**config.mk**
```make
export PLATFORM = sky130hd
export DESIGN_NAME = pause_ctrl
export DESIGN_NICKNAME = d
export VERILOG_FILES = /design/src/rtl/pause_pkg.sv /design/src/rtl/pause_quantum_div.sv /design/src/rtl/pause_tx_fsm.sv /design/src/rtl/pause_rx_hold.sv /design/src/rtl/pause_ctrl.sv
export SDC_FILE = /design/constraint.sdc
export NUM_CORES = 1
export LEC_CHECK = 0
export ABC_AREA = 1
export BUFFER_PORTS_ARGS = -buffer_cell sky130_fd_sc_hd__buf_2
export CAP_MARGIN = 20
export CORE_MARGIN = 5
export CORE_UTILIZATION = 51
export CTS_BUF_LIST = sky130_fd_sc_hd__clkbuf_8
export DETAILED_ROUTE_END_ITERATION = 7
export PLACE_DENSITY = 0.81
export SLEW_MARGIN = 20
export SYNTH_ARGS = -nofsm -noshare
export SYNTH_HDL_FRONTEND = slang
export SYNTH_HIERARCHICAL = 1
export SYNTH_SLANG_ARGS = --single-unit
```
**constraint.sdc**
```tcl
create_clock -name clk -period 4 [get_ports clk]
set_input_delay 0.8 -clock clk [delete_from_list [all_inputs] [get_ports clk]]
set_output_delay 0.8 -clock clk [all_outputs]
set_load 0.1 [all_outputs]
```
**src/rtl/pause_pkg.sv**
```systemverilog
package pause_pkg;
    typedef enum logic [1:0] {
        TX_IDLE     = 2'd0,
        TX_SEND_ON  = 2'd1,
        TX_WAIT     = 2'd2,
        TX_SEND_OFF = 2'd3
    } tx_state_e;
endpackage

```
**src/rtl/pause_quantum_div.sv**
```systemverilog
// Divides bit-time ticks into quantum ticks; restartable.
module pause_quantum_div #(
    parameter int TICKS_PER_QUANTUM = 512
) (
    input  logic clk,
    input  logic rst_n,
    input  logic clear,
    input  logic bit_tick,
    output logic q_tick
);
    localparam int CW = (TICKS_PER_QUANTUM > 1) ? $clog2(TICKS_PER_QUANTUM) : 1;
    localparam logic [CW-1:0] LAST = CW'(TICKS_PER_QUANTUM - 1);

    logic [CW-1:0] cnt;

    assign q_tick = bit_tick && !clear && (cnt == LAST);

    always_ff @(posedge clk) begin
        if (!rst_n || clear) begin
            cnt <= '0;
        end else if (bit_tick) begin
            cnt <= q_tick ? '0 : cnt + 1'b1;
        end
    end
endmodule

```
**src/rtl/pause_tx_fsm.sv**
```systemverilog
// Transmit-side PAUSE request sequencer with refresh countdown.
module pause_tx_fsm
    import pause_pkg::*;
#(
    parameter int QW                = 16,
    parameter int TICKS_PER_QUANTUM = 512
) (
    input  logic          clk,
    input  logic          rst_n,
    input  logic          bit_tick,
    input  logic          cfg_tx_en,
    input  logic [QW-1:0] cfg_quanta,
    input  logic [QW-1:0] cfg_refresh,
    input  logic          congested,
    input  logic          req_ready,
    output logic          req_valid,
    output logic [QW-1:0] req_quanta
);
    tx_state_e     state, state_nx;
    logic [QW-1:0] timer;
    logic          accept;
    logic          q_tick;
    logic          load;

    assign accept = req_valid && req_ready;
    assign load   = accept && (state == TX_SEND_ON);

    pause_quantum_div #(.TICKS_PER_QUANTUM(TICKS_PER_QUANTUM)) u_div (
        .clk      (clk),
        .rst_n    (rst_n),
        .clear    (load),
        .bit_tick (bit_tick),
        .q_tick   (q_tick)
    );

    // State register
    always_ff @(posedge clk) begin
        if (!rst_n) state <= TX_IDLE;
        else        state <= state_nx;
    end

    // Next state
    always_comb begin
        state_nx = state;
        unique case (state)
            TX_IDLE:     if (cfg_tx_en && congested) state_nx = TX_SEND_ON;
            TX_SEND_ON:  if (accept) state_nx = TX_WAIT;
            TX_WAIT: begin
                if (!congested || !cfg_tx_en)  state_nx = TX_SEND_OFF;
                else if (timer <= cfg_refresh) state_nx = TX_SEND_ON;
            end
            TX_SEND_OFF: if (accept) state_nx = TX_IDLE;
        endcase
    end

    // Outputs
    always_comb begin
        req_valid  = 1'b0;
        req_quanta = '0;
        unique case (state)
            TX_IDLE:     ;
            TX_SEND_ON:  begin req_valid = 1'b1; req_quanta = cfg_quanta; end
            TX_WAIT:     ;
            TX_SEND_OFF: req_valid = 1'b1;
        endcase
    end

    // Countdown
    always_ff @(posedge clk) begin
        if (!rst_n) begin
            timer <= '0;
        end else if (load) begin
            timer <= cfg_quanta;
        end else if (state == TX_WAIT && q_tick && timer != '0) begin
            timer <= timer - 1'b1;
        end
    end
endmodule

```
**src/rtl/pause_rx_hold.sv**
```systemverilog
// Receive-side hold timer driven by received PAUSE quanta.
module pause_rx_hold #(
    parameter int QW                = 16,
    parameter int TICKS_PER_QUANTUM = 512
) (
    input  logic          clk,
    input  logic          rst_n,
    input  logic          bit_tick,
    input  logic          cfg_rx_en,
    input  logic          cfg_rx_ignore,
    input  logic          rx_pause_valid,
    input  logic [QW-1:0] rx_pause_quanta,
    output logic          tx_hold
);
    logic [QW-1:0] hold_cnt;
    logic          honour;
    logic          load;
    logic          q_tick;

    assign honour = cfg_rx_en && !cfg_rx_ignore;
    assign load   = honour && rx_pause_valid;

    pause_quantum_div #(.TICKS_PER_QUANTUM(TICKS_PER_QUANTUM)) u_div (
        .clk      (clk),
        .rst_n    (rst_n),
        .clear    (load),
        .bit_tick (bit_tick),
        .q_tick   (q_tick)
    );

    always_ff @(posedge clk) begin
        if (!rst_n || !honour) begin
            hold_cnt <= '0;
        end else if (load) begin
            hold_cnt <= rx_pause_quanta;
        end else if (q_tick && hold_cnt != '0) begin
            hold_cnt <= hold_cnt - 1'b1;
        end
    end

    assign tx_hold = (hold_cnt != '0);
endmodule

```
**src/rtl/pause_ctrl.sv**
```systemverilog
// Top: one MAC port's PAUSE generation and PAUSE honouring.
module pause_ctrl #(
    parameter int QW                = 16,
    parameter int TICKS_PER_QUANTUM = 512
) (
    input  logic          clk,
    input  logic          rst_n,
    input  logic          bit_tick,
    input  logic          cfg_tx_en,
    input  logic          cfg_rx_en,
    input  logic          cfg_rx_ignore,
    input  logic [QW-1:0] cfg_quanta,
    input  logic [QW-1:0] cfg_refresh,
    input  logic          congested,
    output logic          req_valid,
    input  logic          req_ready,
    output logic [QW-1:0] req_quanta,
    input  logic          rx_pause_valid,
    input  logic [QW-1:0] rx_pause_quanta,
    output logic          tx_hold
);
    pause_tx_fsm #(.QW(QW), .TICKS_PER_QUANTUM(TICKS_PER_QUANTUM)) u_tx (
        .clk         (clk),
        .rst_n       (rst_n),
        .bit_tick    (bit_tick),
        .cfg_tx_en   (cfg_tx_en),
        .cfg_quanta  (cfg_quanta),
        .cfg_refresh (cfg_refresh),
        .congested   (congested),
        .req_ready   (req_ready),
        .req_valid   (req_valid),
        .req_quanta  (req_quanta)
    );

    pause_rx_hold #(.QW(QW), .TICKS_PER_QUANTUM(TICKS_PER_QUANTUM)) u_rx (
        .clk             (clk),
        .rst_n           (rst_n),
        .bit_tick        (bit_tick),
        .cfg_rx_en       (cfg_rx_en),
        .cfg_rx_ignore   (cfg_rx_ignore),
        .rx_pause_valid  (rx_pause_valid),
        .rx_pause_quanta (rx_pause_quanta),
        .tx_hold         (tx_hold)
    );
endmodule

```
==> impl_metrics.csv <==
group,metric,value,unit
run_status,status,"finished, final reports clean",
min_path,whs_path_depth,2,
synth,synth-simple-area-share,41.7,%
synth,synth_compound_area_share,10.9,%
clocking,cts_buffers,5,
routing,drt-total-wl,9610,µm
grt,grtUsageTotal,19.6,%
place,place_worst_setup_slack,1.04,ns
worst_setup_path,cp.depth,8,
power,p_per_area,280,nW/µm²
floorplan,boundaryPins,75,
place,place.gp.congestion,0.926,
worst_setup_path,crit_path_start,"u_rx/hold_cnt[0]$_SDFFE_PP0P_",
place,dp_hpwl,7580,µm
grt,grt_max_degree,27,
worst_setup_path,criticalPathCategory,"register to primary output",
run,cap_violations,0,
synth,synth_top_family_by_area,"simple AND/OR/NAND/NOR gates",
floorplan,start_util,52.2,%
floorplan,dieWidth,98.9,µm
final_layout,nets,809,
final_layout,syn2layout_area_growth,12.7,%
synth,syn_inst,660,
synth,syn_area_per_cell,6.11,µm²
clocking,clk_latency,0.31,ns
timing,finalClockSkew,0.0101,ns
worst_setup_path,crit_chain,"inv_1, ha_1, inv_1, nor2_1, nand3_1, nor2_1, nand4_1, buf_2",
grt,grt_pass1_vias,3897,
routing,wire_per_inst,11.5,µm
synth,synthesis.nets,739,
worst_setup_path,crit_arrival,1.94,ns
final_layout,drive_gt1_share,17.4,%
worst_setup_path,rr_startpoint,"u_tx/u_div/cnt[0]$_SDFFE_PP0P_",
timing,slew_headroom,62.8,%
floorplan,die-area,9780,µm²
routing,drtIter0Drc,193,
clocking,post_cts_resized,0,
synth,syn_area,4030,µm²
routing,dr.pass1.iters,5,
worst_setup_path,start_kind,"register",
worst_setup_path,crit_slowest_cell,"dfxtp_1",
final_layout,antenna_cells,0,
timing,drv_slew,0,
worst_setup_path,max_stage_delay,0.34,ns
timing,rsz0062_at_grt,"false",
floorplan,die_h,98.9,µm
timing,min_period,2.74,ns
synth,yosysUniqueCellTypes,37,
timing,worst_pin_slew,0.558,ns
grt,grt_pass1_wl,16300,µm
worst_setup_path,cp_top_family,"simple AND/OR/NAND/NOR gates",
clocking,cts_setup_buffers,0,
timing,fmax,365,MHz
worst_setup_path,endpoint_kind,"primary output",
timing,hold_viol_final,0,
power,leakage,2.55,nW
synth,ys_ff_latch,52,
timing,finalSetupViolCount,0,
synth,synth_mux_area_share,0,%
timing,setup_ws,1.26,ns
min_path,hp-start,"u_tx/u_div/cnt[1]$_SDFFE_PP0P_",
floorplan,rows,32,
worst_setup_path,critPathMaxFanout,3,
min_path,hold_path_class,"register to register",
power,vdd_drop_max,0.000184,V
place,placement.cell_area,4450,µm²
worst_setup_path,ff2ff_path_depth,15,
clocking,clock_sinks,52,
clocking,cts_root_buf,"clkbuf_8",
synth,synthAdderAreaFrac,6.83,%
clocking,path_clk_slew,0.10,ns
timing,period_share,68.4,%
worst_setup_path,path_buf_inv,3,
final_layout,design_area,4540,µm²
place,numPortBuffers,74,
routing,ant_nets,0,
grt,grt.overflow.total,0,
timing,tns,0,ns
floorplan,core_area,7730,µm²
routing,routed_via_density,5.05,
clocking,cts_tree,"yes",
routing,route.detailed.drc,0,
clocking,htreeDepth,2,
routing,vias,4203,
clocking,holdBufCountCts,0,
power,finalPower,1.27,mW
worst_setup_path,crit_required,3.20,ns
synth,synth_xor_area_share,1.96,%
synth,yosysWarnings,6,
clocking,clockBufferDepth,2,
synth,yosysSeqAreaShare,25.8,%
grt,grt_antenna_before_repair,0,
layout by cell type (no fill, tap or decap):
master / Yosys / layout
nor3b_1: 2 / 2
xor2_1: 4 / 4
inv_2: 9 / 9
nand4_4: 1 / 1
inv_4: 1 / 1
nor2_8: 1 / 1
a22oi_1: 3 / 3
a21oi_1: 33 / 33
o21bai_1: 2 / 2
nand2_8: 2 / 2
a21o_1: 1 / 1
o21ai_1: 9 / 9
nor2_4: 7 / 7
o211ai_1: 1 / 1
nand2_1: 144 / 144
nor2_2: 6 / 6
nand4_1: 5 / 5
nand3_2: 4 / 4
and2_1: 1 / 1
a31oi_1: 1 / 1
o21ai_0: 27 / 27
nand2_4: 3 / 3
o21ai_2: 4 / 4
nand2_2: 7 / 7
buf_2: 3 / 74
clkbuf_8: 0 / 6
xnor2_1: 5 / 5
dfxtp_1: 52 / 52
nor3_1: 10 / 10
nor3_2: 2 / 2
inv_1: 107 / 109
nand3_1: 41 / 41
ha_1: 22 / 22
nor2_1: 132 / 132
sequential cells by signal (all words and copies together), names as in the netlist:
name            count
u_tx/state          2
u_tx/timer         16
u_rx/hold_cnt      16
u_rx/u_div/cnt      9
u_tx/u_div/cnt      9
final cells by class:
type / instances / area (µm²)
Inverter: 117 / 442
Clock buffer: 6 / 82.6
Clock inverter: 2 / 7.51
Multi-Input combinational cell: 480 / 2470
Sequential cell: 52 / 1040
Tap cell: 102 / 128
Timing Repair Buffer: 74 / 370
Fill cell: 772 / 3180
cell usage after synthesis:
library cell    n  area [µm²]
nor3b_1         2        15.0
nor2_2          6        37.5
inv_4           1        6.26
o211ai_1        1        7.51
buf_6           2        22.5
nand2_2         7        43.8
nand4_1         5        31.3
xnor2_1         5        43.8
nor2_8          1        20.0
nor3_2          2        20.0
a31oi_1         1        6.26
o21ai_2         4        35.0
nor2_4          7        78.8
a21oi_1        33         165
nor2_1        132         495
buf_2           3        15.0
o21bai_1        2        15.0
nor3_1         10        50.1
inv_1         107         402
and2_1          1        6.26
nand2_8         2        40.0
nand4_4         1        21.3
dfxtp_1        52        1040
o21ai_0        27         135
a21o_1          1        7.51
buf_4           1        7.51
o21ai_1         9        45.0
buf_8           1        15.0
inv_2           9        33.8
xor2_1          4        35.0
nand2_4         3        33.8
a22oi_1         3        22.5
clkbuf_1        4        15.0
nand3_1        41         205
nand3_2         4        40.0
ha_1           22         275
nand2_1       144         541
tightest hold or removal path, delay by kind of cell, from the launching register on:
| kind | cells | cell delay [ns] |
|---|---|---|
| flops | 1 | 0.34 |
| simple gates | 2 | 0.15 |
path summary, 6_finish.rpt:
check	endpoint	slack [ns]
min	u_tx/u_div/cnt[1]$_SDFFE_PP0P_	0.52
max reg2reg	u_tx/timer[0]$_SDFFE_PN0P_	1.65
min reg2reg	u_tx/u_div/cnt[1]$_SDFFE_PP0P_	0.52
max	tx_hold	1.26
power breakdown:
part           internal [mW]  switching (mW)
registers              0.532          0.0166
logic                  0.118           0.298
clock network          0.137           0.169
total                  0.787           0.483
per-stage QoR:
step	cells	hold slack [ns]	utilization [%]
floorplan	660	0.468	-
global placement	825	0.489	57.6
detailed placement	825	0.505	57.6
CTS	833	0.518	58.8
global route	833	0.541	58.8
finish	833	0.518	58.8
metal layers:
metal  GRT usage, %  share of wire [%]  up-vias
li1               -                  -     2190
met1           25.7                 46     1892
met2           33.3                 47      115
met3           2.97                6.5        6
met4           5.57               0.99        0
met5              0                  0        -
cell families after synthesis:
logic type | count (synthesis)
AND/OR/NAND/NOR | 368
buffers and inverters | 128
AO/OA/AOI/OAI | 81
flip-flops | 52
adder cells (fa/ha/maj) | 22
XOR/XNOR | 9
(Power assumes the default switching activity.)
